--- src/rtl/mcs_pkg.sv ---
package mcs_pkg;

    localparam int OP_W    = 4;
    localparam int ALUOP_W = 4;

    // Opcode map
    localparam logic [OP_W-1:0] OPC_LOAD  = 4'h0;
    localparam logic [OP_W-1:0] OPC_STORE = 4'h1;
    localparam logic [OP_W-1:0] OPC_ALU_LO = 4'h2;
    localparam logic [OP_W-1:0] OPC_ALU_HI = 4'h9;
    localparam logic [OP_W-1:0] OPC_ADDI  = 4'hA;
    localparam logic [OP_W-1:0] OPC_LDI   = 4'hB;
    localparam logic [OP_W-1:0] OPC_BZ    = 4'hC;
    localparam logic [OP_W-1:0] OPC_BNZ   = 4'hD;
    localparam logic [OP_W-1:0] OPC_JMP   = 4'hE;
    localparam logic [OP_W-1:0] OPC_HALT  = 4'hF;

    // ALU function codes
    localparam logic [ALUOP_W-1:0] ALU_ADD  = 4'h0;
    localparam logic [ALUOP_W-1:0] ALU_PASS = 4'h8;

    typedef enum logic [2:0] {
        S_FETCH  = 3'd0,
        S_DECODE = 3'd1,
        S_EXEC   = 3'd2,
        S_MEM    = 3'd3,
        S_WB     = 3'd4,
        S_HALT   = 3'd5
    } phase_e;

    typedef enum logic [2:0] {
        C_ALU, C_LOAD, C_STORE, C_BRANCH, C_HALT
    } iclass_e;

    typedef enum logic [1:0] {
        COND_ALWAYS, COND_ZERO, COND_NONZERO
    } cond_e;

    typedef struct packed {
        iclass_e            cls;
        logic [ALUOP_W-1:0] alu_fn;
        logic               use_imm;
        cond_e              cond;
    } decode_t;

    typedef struct packed {
        logic [ALUOP_W-1:0] alu_op;
        logic               alu_src;
        logic               reg_write;
        logic               mem_read;
        logic               mem_write;
        logic               mem_to_reg;
        logic               pc_src;
        logic               pc_write;
        logic               ir_write;
        logic               flag_write;
    } ctl_t;

    function automatic decode_t classify(input logic [OP_W-1:0] op);
        decode_t d;
        d.cls     = C_ALU;
        d.alu_fn  = ALU_ADD;
        d.use_imm = 1'b0;
        d.cond    = COND_ALWAYS;
        if (op == OPC_LOAD) begin
            d.cls = C_LOAD;
        end else if (op == OPC_STORE) begin
            d.cls = C_STORE;
        end else if (op >= OPC_ALU_LO && op <= OPC_ALU_HI) begin
            d.alu_fn = ALUOP_W'(op - OPC_ALU_LO);
        end else if (op == OPC_ADDI) begin
            d.use_imm = 1'b1;
        end else if (op == OPC_LDI) begin
            d.alu_fn  = ALU_PASS;
            d.use_imm = 1'b1;
        end else if (op == OPC_HALT) begin
            d.cls = C_HALT;
        end else begin
            d.cls  = C_BRANCH;
            d.cond = (op == OPC_BZ)  ? COND_ZERO :
                     (op == OPC_BNZ) ? COND_NONZERO : COND_ALWAYS;
        end
        return d;
    endfunction

    function automatic logic cond_met(input cond_e c, input logic z);
        case (c)
            COND_ZERO:    return z;
            COND_NONZERO: return !z;
            default:      return 1'b1;
        endcase
    endfunction

endpackage

--- src/rtl/mcs_classify.sv ---
module mcs_classify
    import mcs_pkg::*;
(
    input  logic [OP_W-1:0] opcode,
    output decode_t         dec
);
    always_comb dec = classify(opcode);
endmodule

--- src/rtl/mcs_next_phase.sv ---
module mcs_next_phase
    import mcs_pkg::*;
(
    input  phase_e  phase,
    input  decode_t dec,
    output phase_e  phase_nx
);
    always_comb begin
        phase_nx = S_FETCH;
        case (phase)
            S_FETCH:  phase_nx = S_DECODE;
            S_DECODE: phase_nx = (dec.cls == C_HALT) ? S_HALT : S_EXEC;
            S_EXEC: begin
                case (dec.cls)
                    C_ALU:            phase_nx = S_WB;
                    C_LOAD, C_STORE:  phase_nx = S_MEM;
                    default:          phase_nx = S_FETCH;
                endcase
            end
            S_MEM:    phase_nx = (dec.cls == C_LOAD) ? S_WB : S_FETCH;
            S_WB:     phase_nx = S_FETCH;
            S_HALT:   phase_nx = S_HALT;
            default:  phase_nx = S_FETCH;
        endcase
    end
endmodule

--- src/rtl/mcs_ctl_gen.sv ---
module mcs_ctl_gen
    import mcs_pkg::*;
(
    input  phase_e  phase,
    input  decode_t dec,
    input  logic    zero_flag,
    output ctl_t    ctl
);
    logic taken;
    always_comb taken = cond_met(dec.cond, zero_flag);

    always_comb begin
        ctl = '0;
        case (phase)
            S_FETCH: begin
                ctl.mem_read = 1'b1;
                ctl.ir_write = 1'b1;
                ctl.pc_write = 1'b1;
            end
            S_EXEC: begin
                case (dec.cls)
                    C_ALU: begin
                        ctl.alu_op     = dec.alu_fn;
                        ctl.alu_src    = dec.use_imm;
                        ctl.flag_write = 1'b1;
                    end
                    C_LOAD, C_STORE: begin
                        ctl.alu_op  = ALU_ADD;
                        ctl.alu_src = 1'b1;
                    end
                    C_BRANCH: begin
                        ctl.alu_op   = ALU_PASS;
                        ctl.alu_src  = 1'b1;
                        ctl.pc_src   = taken;
                        ctl.pc_write = taken;
                    end
                    default: ;
                endcase
            end
            S_MEM: begin
                ctl.alu_op    = ALU_ADD;
                ctl.alu_src   = 1'b1;
                ctl.mem_read  = (dec.cls == C_LOAD);
                ctl.mem_write = (dec.cls == C_STORE);
            end
            S_WB: begin
                ctl.reg_write = 1'b1;
                if (dec.cls == C_LOAD) begin
                    ctl.mem_to_reg = 1'b1;
                end else begin
                    ctl.alu_op  = dec.alu_fn;
                    ctl.alu_src = dec.use_imm;
                end
            end
            default: ;
        endcase
    end
endmodule

--- src/rtl/mc_sequencer.sv ---
module mc_sequencer
    import mcs_pkg::*;
(
    input  logic               clk,
    input  logic               rst,
    input  logic [OP_W-1:0]    opcode,
    input  logic               zero_flag,
    output logic [ALUOP_W-1:0] alu_op,
    output logic               alu_src,
    output logic               reg_write,
    output logic               mem_read,
    output logic               mem_write,
    output logic               mem_to_reg,
    output logic               pc_src,
    output logic               pc_write,
    output logic               ir_write,
    output logic               flag_write
);
    phase_e  state_q;
    phase_e  state_nx;
    decode_t dec;
    ctl_t    ctl;

    mcs_classify u_classify (
        .opcode (opcode),
        .dec    (dec)
    );

    mcs_next_phase u_next (
        .phase    (state_q),
        .dec      (dec),
        .phase_nx (state_nx)
    );

    mcs_ctl_gen u_ctl (
        .phase     (state_q),
        .dec       (dec),
        .zero_flag (zero_flag),
        .ctl       (ctl)
    );

    always_ff @(posedge clk) begin
        if (rst) state_q <= S_FETCH;
        else     state_q <= state_nx;
    end

    assign alu_op     = ctl.alu_op;
    assign alu_src    = ctl.alu_src;
    assign reg_write  = ctl.reg_write;
    assign mem_read   = ctl.mem_read;
    assign mem_write  = ctl.mem_write;
    assign mem_to_reg = ctl.mem_to_reg;
    assign pc_src     = ctl.pc_src;
    assign pc_write   = ctl.pc_write;
    assign ir_write   = ctl.ir_write;
    assign flag_write = ctl.flag_write;
endmodule

--- config.mk ---
export PLATFORM = sky130hd
export DESIGN_NAME = mc_sequencer
export DESIGN_NICKNAME = d
export VERILOG_FILES = /design/src/rtl/mcs_pkg.sv /design/src/rtl/mcs_classify.sv /design/src/rtl/mcs_next_phase.sv /design/src/rtl/mcs_ctl_gen.sv /design/src/rtl/mc_sequencer.sv
export SDC_FILE = /design/constraint.sdc
export NUM_CORES = 1
export LEC_CHECK = 0
export CORE_AREA = 4 4 41 43
export DETAILED_ROUTE_END_ITERATION = 7
export DIE_AREA = 0 0 45 47
export DONT_BUFFER_PORTS = 1
export PLACE_DENSITY_LB_ADDON = 0.2
export SLEW_MARGIN = 0
export SYNTH_ARGS = -nofsm -noshare
export SYNTH_HDL_FRONTEND = slang
export SYNTH_SLANG_ARGS = --single-unit
--- constraint.sdc ---
create_clock -name clk -period 2.98 [get_ports clk]
set_clock_uncertainty 0.05 [all_clocks]
set_input_delay 0.447 -clock clk [delete_from_list [all_inputs] [get_ports clk]]
set_output_delay 0.447 -clock clk [all_outputs]
set_load 0.01 [all_outputs]
==> results of run 1 <==
-- layout by cell type, fill, tap and decap left out, drive strengths merged --
cell | netlist | final
nand2 | 4 | 4
a21oi | 3 | 3
or2 | 1 | 1
nor2 | 3 | 3
a31o | 1 | 1
inv | 8 | 8
dfxtp | 3 | 3
nor2b | 2 | 2
nor4 | 1 | 1
nand3 | 2 | 2
or3 | 5 | 5
a2bb2oi | 1 | 1
a31oi | 1 | 1
a211oi | 1 | 1
o21ai | 3 | 3
nand3b | 1 | 1
and4 | 1 | 1
ha | 3 | 3
xnor2 | 2 | 2
nand2b | 1 | 1
o211ai | 1 | 1
nand4 | 3 | 3
and4b | 1 | 1
nor3 | 2 | 2
a311oi | 1 | 1
clkbuf | 4 | 4
a41o | 1 | 1
a211o | 2 | 2
nor3b | 3 | 3
-- synth_stat cells --
library cell and number:
a211o_1 2, a211oi_1 1, a21oi_1 3, a2bb2oi_1 1
a311oi_1 1, a31o_2 1, a31oi_2 1, a41o_1 1
and4_1 1, and4b_1 1, buf_2 2, buf_6 2
clkbuf_1 4, dfxtp_1 3, ha_1 3, inv_1 8
nand2_1 4, nand2b_1 1, nand3_1 2, nand3b_1 1
nand4_1 3, nor2_1 3, nor2b_1 2, nor3_1 2
nor3b_1 3, nor4_1 1, o211ai_1 1, o21ai_0 2
o21ai_1 1, or2_0 1, or3_1 3, or3_4 2
xnor2_1 2
-- through the flow --
| stage | utilization | instance area, um2 |
|---|---|---|
| finish | 0.375 | 488 |
| detailed placement | 0.355 | 462 |
| floorplan | - | 490 |
| global placement | 0.355 | 462 |
| CTS | 0.375 | 488 |
| global route | 0.375 | 488 |
-- per-layer routing --
layer,part of all wire,GRT usage
met1,0.47,0.150
met2,0.47,0.192
met3,0.061,0.0268
met4,0,0.0819
met5,0,0
-- power groups by stage --
stage          clock network [mW]  logic [mW]  registers [mW]
2_1_floorplan                   0      0.0639          0.0455
3_3_place_gp                    0      0.0546          0.0537
3_5_place_dp                    0      0.0548          0.0537
4_1_cts                    0.0742      0.0549          0.0531
5_1_grt                    0.0765      0.0608          0.0543
6_report                   0.0704      0.0540          0.0533
-- cells by family after synthesis --
kind of cell,Yosys count,share of synthesized area
AO/OA/AOI/OAI,15,0.227
XOR/XNOR,2,0.0357
adder cells (fa/ha/maj),3,0.0765
buffers and inverters,16,0.158
flip-flops,3,0.122
AND/OR/NAND/NOR,30,0.380
-- worst register-to-register path, delay by kind of cell, from the launching register on --
family,cells,cell delay (ps)
flops,1,480
simple gates,2,650
compound gates,1,200
-- final timing paths --
kind	depth (start not counted)	endpoint	start	slack (ps)
max	3	alu_op[3]	state_q[2]$_SDFF_PP0_	640
min	1	state_q[2]$_SDFF_PP0_	rst	230
max reg2reg	3	state_q[2]$_SDFF_PP0_	state_q[1]$_SDFF_PP0_	1530
min reg2reg	1	state_q[1]$_SDFF_PP0_	state_q[2]$_SDFF_PP0_	570
-- final cells by class --
cell class                 count  area, um2
multi-input combinational     50        353
inverter                       8       30.0
tap                           15       18.8
fill                         147        813
sequential                     3       60.1
clock buffer                   4       26.3
==> metrics, run 1 <==
Final Cycle Share 0.784; Crit-path slowest cell nor3b_1; synthesized flop and latch total 3; clock buffer depth 2; top cell type by total area after synthesis dfxtp_1; CTS buffer count 3; Synthesized Nets 79; Hold WC Path Type in -> reg; Core Region 1300 um2; largest net degree at the start of global routing 13; RePlAce Congestion 0.755; Switch Pwr 60.1 uW; Post-Syn Instances 69; Seq/Total Area, Yosys 0.122; Max Fclk 428 MHz; crit path DAT 1840 ps; drt pass-1 iters 4; largest registers state_q (3); initial drt markers 6; Top delay family on crit path simple AND/OR/NAND/NOR gates; Antenna Nets Post-Route 0; CP Cell Sequence nor3b_1, a21oi_1, a311oi_1; via/cell ratio 5.79; Total Power 178 uW; total internal power 118 uW; YS warnings 0; top cell type's share of synthesized area 0.122; first-pass GRT wire length 1.90 mm; Hold WS 226 ps; worst vdd ir 0.0000849 V; Max Cap Viol 0; Final WS setup 643 ps; clock edge transition at the registers on the reported setup and hold paths 40 ps; Unique masters post-synth 33; fraction of layout cells with a size suffix above 1 0.108; clock root cell clkbuf_4; WP buf/inv 0; crit path kind reg -> out; Die Ht 47 um; setup TNS 0 ps; Comb pwr share 0.304; CTS tree built; # IOs 20; PD cells 364 nW/um2; Placed Cells 76; CTS Hold Bufs 0; RSZ-0062 raised after global routing false; remaining design rule violation count 0; worst-margin pin slew 655 ps; number of port buffers 0; postcts setup bufs 0; HPWL after DPL 868 um; number of global-route vias before repair 444; Reg with most FFs state_q; WL/cell 14.4 um; Worst-Skew Late Latency 230 ps; WL final 1.15 mm; Area Growth Syn to Fin -0.510%; sequential share of power 0.300; Critical Path Max Stage Delay 600 ps; initial antenna violation count 0; pre-CTS WS 848 ps; Area contributors post-synth dfxtp_1 (12%), ha_1 (7.7%), inv_1 (6.1%); fin nets 76; Cell Count, Final, Fillers Out 80; status finished clean; Worst slew margin 0.562; clk sink count 3; Sw Ratio 0.338; Resized Gates After CTS 0; die width 45 um; mapped cell area 490 um2; nature of the critical path endpoint output pin; H-Tree Depth 1; mean post-synth cell area 7.11 um2; Max Slew Vio Count 0; Hold Fails Final Rpt 0; Initial Util 0.377; Critical Path Source Type register; gr usage total 0.122; Ant. Diodes 0; final setup fails 0; die area 2120 um2; max FFs per register 3; Clock power frac 0.396; static leakage 0.209 nW; Via Count 463; fin crit period 2340 ps; GR Overflow Total 0; Worst Path Required 2480 ps; std cell rows 13; Max Fanout on Critical Path 9
(Power assumes the default switching activity.)
==> run 2, diff against run 1 <==
clock period = 2.3 ns   (was 2.98 ns; I/O delays follow)
==> run 2 against run 1 <==
Worst hold slack worse by 100 ps. Clock power is 30% higher. Global-route usage down 0.64 points. Die area is the same. Wire length about the same. Setup slack got worse by 460 ps. Sequential share of layout area down 0.19 points. Register-to-register slack worse by 630 ps. Critical endpoint unchanged. Largest power group unchanged.
==> metrics, run 2 (synthesis results as in run 1) <==
final setup fails 0 (unchanged); fin nets 77 (+1.3%); WL final 1.15 mm (about the same); static leakage 0.214 nW (+2.6%); Worst Path Required 1900 ps (-580 ps); setup TNS 0 ps (unchanged); Final Cycle Share 0.918; # IOs 20 (unchanged); Antenna Nets Post-Route 0 (unchanged); Crit-path slowest cell dfxtp_1; crit path kind reg -> out; Hold WC Path Type in -> reg; clock root cell clkbuf_4; number of fill cells 156 (+6.1%); Hold WS 124 ps (-102 ps); Worst slew margin 0.651 (+0.0884); RR Endpoint state_q[2]$_SDFF_PP0_; gr usage total 0.116 (-0.00641); Ant. Diodes 0 (unchanged); Cell Count, Final, Fillers Out 81 (+1.3%); Final WS setup 188 ps (-455 ps); Max Fclk 473 MHz; Top Layer Used met3; worst-margin pin slew 519 ps (-136 ps); Multi-input gate area 353 um2 (unchanged); initial drt markers 2 (-4); postcts setup bufs 0 (unchanged); Max Cap Viol 0 (unchanged); M1 WL 563 um (+4.3%); WL/cell 14.2 um (-1.1%); H-Tree Depth 1 (unchanged); Setup crit end alu_op[3]; Via Count 476 (+2.8%); clock buffer depth 2 (unchanged); HPWL after DPL 919 um (+5.9%); Placed Cells 77 (+1.3%); status finished clean; reg-to-reg critical path startpoint state_q[1]$_SDFF_PP0_; Max Fanout on Critical Path 9 (unchanged); largest registers state_q (3); clock edge transition at the registers on the reported setup and hold paths 40 ps (about the same); PD cells 466 nW/um2 (+28%); clk sink count 3 (unchanged); Worst-Skew Late Latency 230 ps (about the same); first-pass GRT wire length 1.86 mm (-2.5%); Core Region 1300 um2 (unchanged); initial antenna violation count 0 (unchanged); RePlAce Congestion 0.768 (+1.8%); die area 2120 um2 (unchanged); GR Overflow Total 0 (unchanged); pre-CTS WS 347 ps (-501 ps); crit path DAT 1720 ps (-120 ps); Max Slew Vio Count 0 (unchanged); Critical Path Source Type register; RSZ-0062 raised after global routing false; CTS buffer count 3 (unchanged); Met2 Wirelength 519 um (-4.1%); largest net degree at the start of global routing 13 (unchanged); Critical Path Max Stage Delay 470 ps (-130 ps); drt pass-1 iters 3 (-1); Die Ht 47 um (unchanged); CP Cell Sequence nor3b_1, nand3_1, a311oi_1; Resized Gates After CTS 0 (unchanged); most frequent cells in the layout inv_1 (8), nand2_1 (4); number of global-route vias before repair 406 (-8.6%); worst r2r path cells 3 (unchanged); CTS Hold Bufs 0 (unchanged); CTS tree built; fraction of layout cells with a size suffix above 1 0.121 (+0.0135); worst vdd ir 0.000170 V (+100%); number of port buffers 0 (unchanged); Hold Fails Final Rpt 0 (unchanged); Register Area 60.1 um2 (unchanged); Initial Util 0.377 (unchanged); commonest non-fill, non-tap cell in the layout inv_1; Reg with most FFs state_q; met3 WL 70 um (unchanged); via/cell ratio 5.88 (+1.5%); max FFs per register 3 (unchanged); Reg2Reg Setup Slack 900 ps (-630 ps); die width 45 um (unchanged); std cell rows 13 (unchanged); remaining design rule violation count 0 (unchanged); nature of the critical path endpoint output pin; Area Growth Syn to Fin 1.02%; fin crit period 2110 ps; worst setup path start state_q[1]$_SDFF_PP0_
==> run 2: stage by stage <==
stage | util | area (um2) | power, mW
5_1_grt | 0.381 | 495 | 0.252
3_5_place_dp | 0.361 | 469 | 0.141
3_3_place_gp | 0.361 | 469 | 0.141
4_1_cts | 0.381 | 495 | 0.237
6_report | 0.381 | 495 | 0.231
2_1_floorplan | - | 490 | 0.142
==> run 2: power breakdown <==
part	switching [mW]	internal, mW	total (mW)
Combinational	0.0399	0.0307	0.0706
Sequential	0.0111	0.0576	0.0686
Clock	0.0266	0.0650	0.0915
Total	0.0775	0.153	0.231
==> run 2: worst min path at each step <==
| stage | startpoint | end | slack, ps | depth (start not counted) |
|---|---|---|---|---|
| after floorplan | rst | state_q[2]$_SDFF_PP0_ | 360 | 1 |
| after global placement | rst | state_q[2]$_SDFF_PP0_ | 360 | 1 |
| after detailed placement | rst | state_q[2]$_SDFF_PP0_ | 360 | 1 |
| after CTS | rst | state_q[2]$_SDFF_PP0_ | 120 | 1 |
| after global routing | rst | state_q[2]$_SDFF_PP0_ | 110 | 1 |
| final | rst | state_q[2]$_SDFF_PP0_ | 120 | 1 |
==> run 2: final cells by class <==
type / instances / area share
clock buffer: 4 / 0.0530
inverter: 8 / 0.0606
multi-input combinational: 50 / 0.712
sequential: 3 / 0.121
tap: 15 / 0.0379
timing repair buffer: 1 / 0.0152
==> run 2: critical path, delay by kind of cell (launching register included) <==
| kind | cells | cell delay, ps |
|---|---|---|
| AOI/OAI and AO/OA | 1 | 470 |
| DFF | 1 | 470 |
| and+or+nand+nor | 2 | 550 |
==> run 2: metal layers <==
layer	GRT usage	vias to the layer above
met5	0	-
met4	0.0175	0
met3	0.0421	0
met2	0.184	16
met1	0.154	219
li1	-	241
==> run 3, diff against run 2 <==
ABC_AREA = 1   (was unset)
==> run 3 against run 2 <==
Highest routed layer unchanged. Utilization rose by 1.4 points. Global-route usage grew 0.55 points. Count of clock-buffer cells in the layout unchanged. Combinational power up 19%. Via count increased by 17%. Sequential power down 9.5%. Worst hold slack improved by 8.6 ps. Final cell count grew 37%. Clock power fell by 2.7%. Power rose by 1.7%. Wire length grew 1.5%.
==> metrics, run 3 <==
status finished clean; remaining design rule violation count 0 (unchanged); Worst slew margin 0.632 (-0.0185); commonest non-fill, non-tap cell in the layout nand2_1; Synthesized Nets 102 (+29%); # IOs 20 (unchanged); Post-synth EDFFs 0 (unchanged); GR Overflow Total 0 (unchanged); fin crit period 1910 ps (-204 ps); WL final 1.17 mm (+1.5%); Stages on worst setup path 7 (+4); Area Growth Syn to Fin 9.60%; WL/cell 10.5 um (-26%); largest registers state_q (3); Seq/Total Area, Yosys 0.128 (+0.00555); std cell rows 13 (unchanged); PD cells 456 nW/um2 (-2.0%); RePlAce Congestion 0.812 (+5.7%); Max Fclk 524 MHz (+11%); via/cell ratio 5.00 (-15%); Die Ht 47 um (unchanged); Critical Path Source Type primary input; cell count of the worst hold path 1 (unchanged); Synth Flop Type dfxtp_1; Final Cycle Share 0.830 (-0.0886); setup TNS 0 ps (unchanged); CTS tree built; CTS buffer count 3 (unchanged); number of fill cells 151 (-3.2%); reg-to-reg critical path startpoint state_q[2]$_SDFF_PP0_; Critical Path Max Stage Delay 290 ps (-180 ps); Hold WC Path Type in -> reg; Crit-path slowest cell ha_1; Placed Cells 107 (+39%); Worst Path Required 1900 ps (about the same); Max Fanout on Critical Path 7 (-2); clk sink count 3 (unchanged); Placement Cell Area 488 um2 (+4.0%); Worst-Skew Late Latency 230 ps (about the same); max FFs per register 3 (unchanged); nature of the critical path endpoint output pin; final setup fails 0 (unchanged); number of port buffers 0 (unchanged); gr usage total 0.121 (+0.00552); post-layout util 0.395 (+0.0144); postcts setup bufs 0 (unchanged); die width 45 um (unchanged); Hold EP state_q[1]$_SDFF_PP0_; HPWL after DPL 996 um (+8.4%); CP Cell Sequence inv_1, nand2_1, nor2_1, inv_1, ha_1, a211oi_1, o21ai_1; worst r2r path cells 7 (+4); Via Count 555 (+17%); synthesized flop and latch total 3 (unchanged); Hold Fails Final Rpt 0 (unchanged); clock buffer depth 2 (unchanged); H-Tree Depth 1 (unchanged); RSZ-0062 raised after global routing false; clock edge transition at the registers on the reported setup and hold paths 30 ps (about the same); number of global-route vias before repair 443 (+9.1%); RR Endpoint state_q[0]$_SDFF_PP0_; Max Cap Viol 0 (unchanged); Resized Gates After CTS 0 (unchanged); top-count cell post-synth nand2_1; mean post-synth cell area 5.10 um2 (-28%); first-pass GRT wire length 1.84 mm (-0.75%); Ant. Diodes 0 (unchanged); WP buf/inv 2 (+2); crit path DAT 1510 ps (-210 ps); largest net degree at the start of global routing 8 (-5); Cell Count, Final, Fillers Out 111 (+37%); Post-Syn Instances 92 (+33%); static leakage 0.321 nW (+50%); YS warnings 0 (unchanged); Antenna Nets Post-Route 0 (unchanged); Commonest cells post-synth nand2_1 (29), inv_1 (22), nor2_1 (13); initial antenna violation count 0 (unchanged); fin nets 107 (+39%); drt pass-1 iters 4 (+1); most frequent cells in the layout nand2_1 (29), inv_1 (22), nor2_1 (13); worst-margin pin slew 547 ps (+27.4 ps); clock root cell clkbuf_4; pre-CTS WS 379 ps (+31.9 ps); Max Slew Vio Count 0 (unchanged); worst vdd ir 0.000230 V (+35%); top cell type's share of synthesized area 0.232 (+0.110); Reg2Reg Setup Slack 1140 ps (+240 ps); initial drt markers 25 (+23); Worst Hold Launch rst; Initial Util 0.361 (-0.0163); top cell type by total area after synthesis nand2_1; crit path kind in -> out; Final Instance Area 514 um2 (+3.8%); Final WS setup 391 ps (+204 ps); Top delay family on crit path compound AO/OA/AOI/OAI gates; fraction of layout cells with a size suffix above 1 0.0625 (-0.0587); Core Region 1300 um2 (unchanged); Area contributors post-synth nand2_1 (23%), inv_1 (18%), dfxtp_1 (13%); die area 2120 um2 (unchanged); Worst path most repeated cell inv_1; Reg with most FFs state_q; CTS Hold Bufs 0 (unchanged); Unique masters post-synth 17 (-48%); mapped cell area 469 um2 (-4.3%); ys async rst share 0 (unchanged)
run 3: changes by cell type after synthesis, moves of 3 or more:
cell,before,now
nor3b_1,3,0
inv_1,8,22
nand4_1,3,0
nand3_1,2,8
clkbuf_1,4,0
nor2_1,3,13
nand2_1,4,29
or3_1,3,0
run 3: layer usage:
metal | vias to the layer above | part of all wire | global-route usage | routed length, um
met5 | - | 0 | 0 | 0
li1 | 297 | - | - | -
met1 | 233 | 0.43 | 0.143 | 507
met2 | 25 | 0.46 | 0.203 | 534
met3 | 0 | 0.11 | 0.0383 | 128
met4 | 0 | 0 | 0.0526 | 0
run 3: worst max path at each step:
stage / from / to / slack, ps
global route: opcode[1] / pc_write / 240
global placement: opcode[1] / pc_write / 420
CTS: opcode[1] / pc_write / 380
detailed placement: opcode[1] / pc_write / 380
finish: opcode[1] / pc_write / 390
floorplan: opcode[1] / pc_write / 510
run 3: logic make-up after synthesis:
family	after synthesis	share of synthesized area
compound gates	9	0.125
buf+inv	23	0.184
flops	3	0.128
simple gates	54	0.483
fa+ha+maj	3	0.0800
run 3: worst reg2reg max path, cell delays in order (launching register included):
cell and delay [ps]:
dfxtp_1 300, inv_1 90, nand2_1 130, nor2_4 190
nand3_1 150, nand2_1 80, nor2_1 40, nor2_1 70
run 3: through the flow:
step	total power, mW	hold slack, ps
after floorplan	0.132	364
after global placement	0.147	368
after detailed placement	0.147	367
after CTS	0.240	125
after global routing	0.257	123
final	0.235	133
run 3: cell type report:
cell class / instances / area (um2) / area share
multi-input combinational: 66 / 323 / 0.628
clock buffer: 4 / 26.3 / 0.0511
inverter: 23 / 86.3 / 0.168
tap: 15 / 18.8 / 0.0365
sequential: 3 / 60.1 / 0.117
run 3: where the power goes:
group          switching [mW]  internal (mW)
logic                  0.0597         0.0239
clock network          0.0242         0.0648
registers             0.00456         0.0575
total                  0.0885          0.146
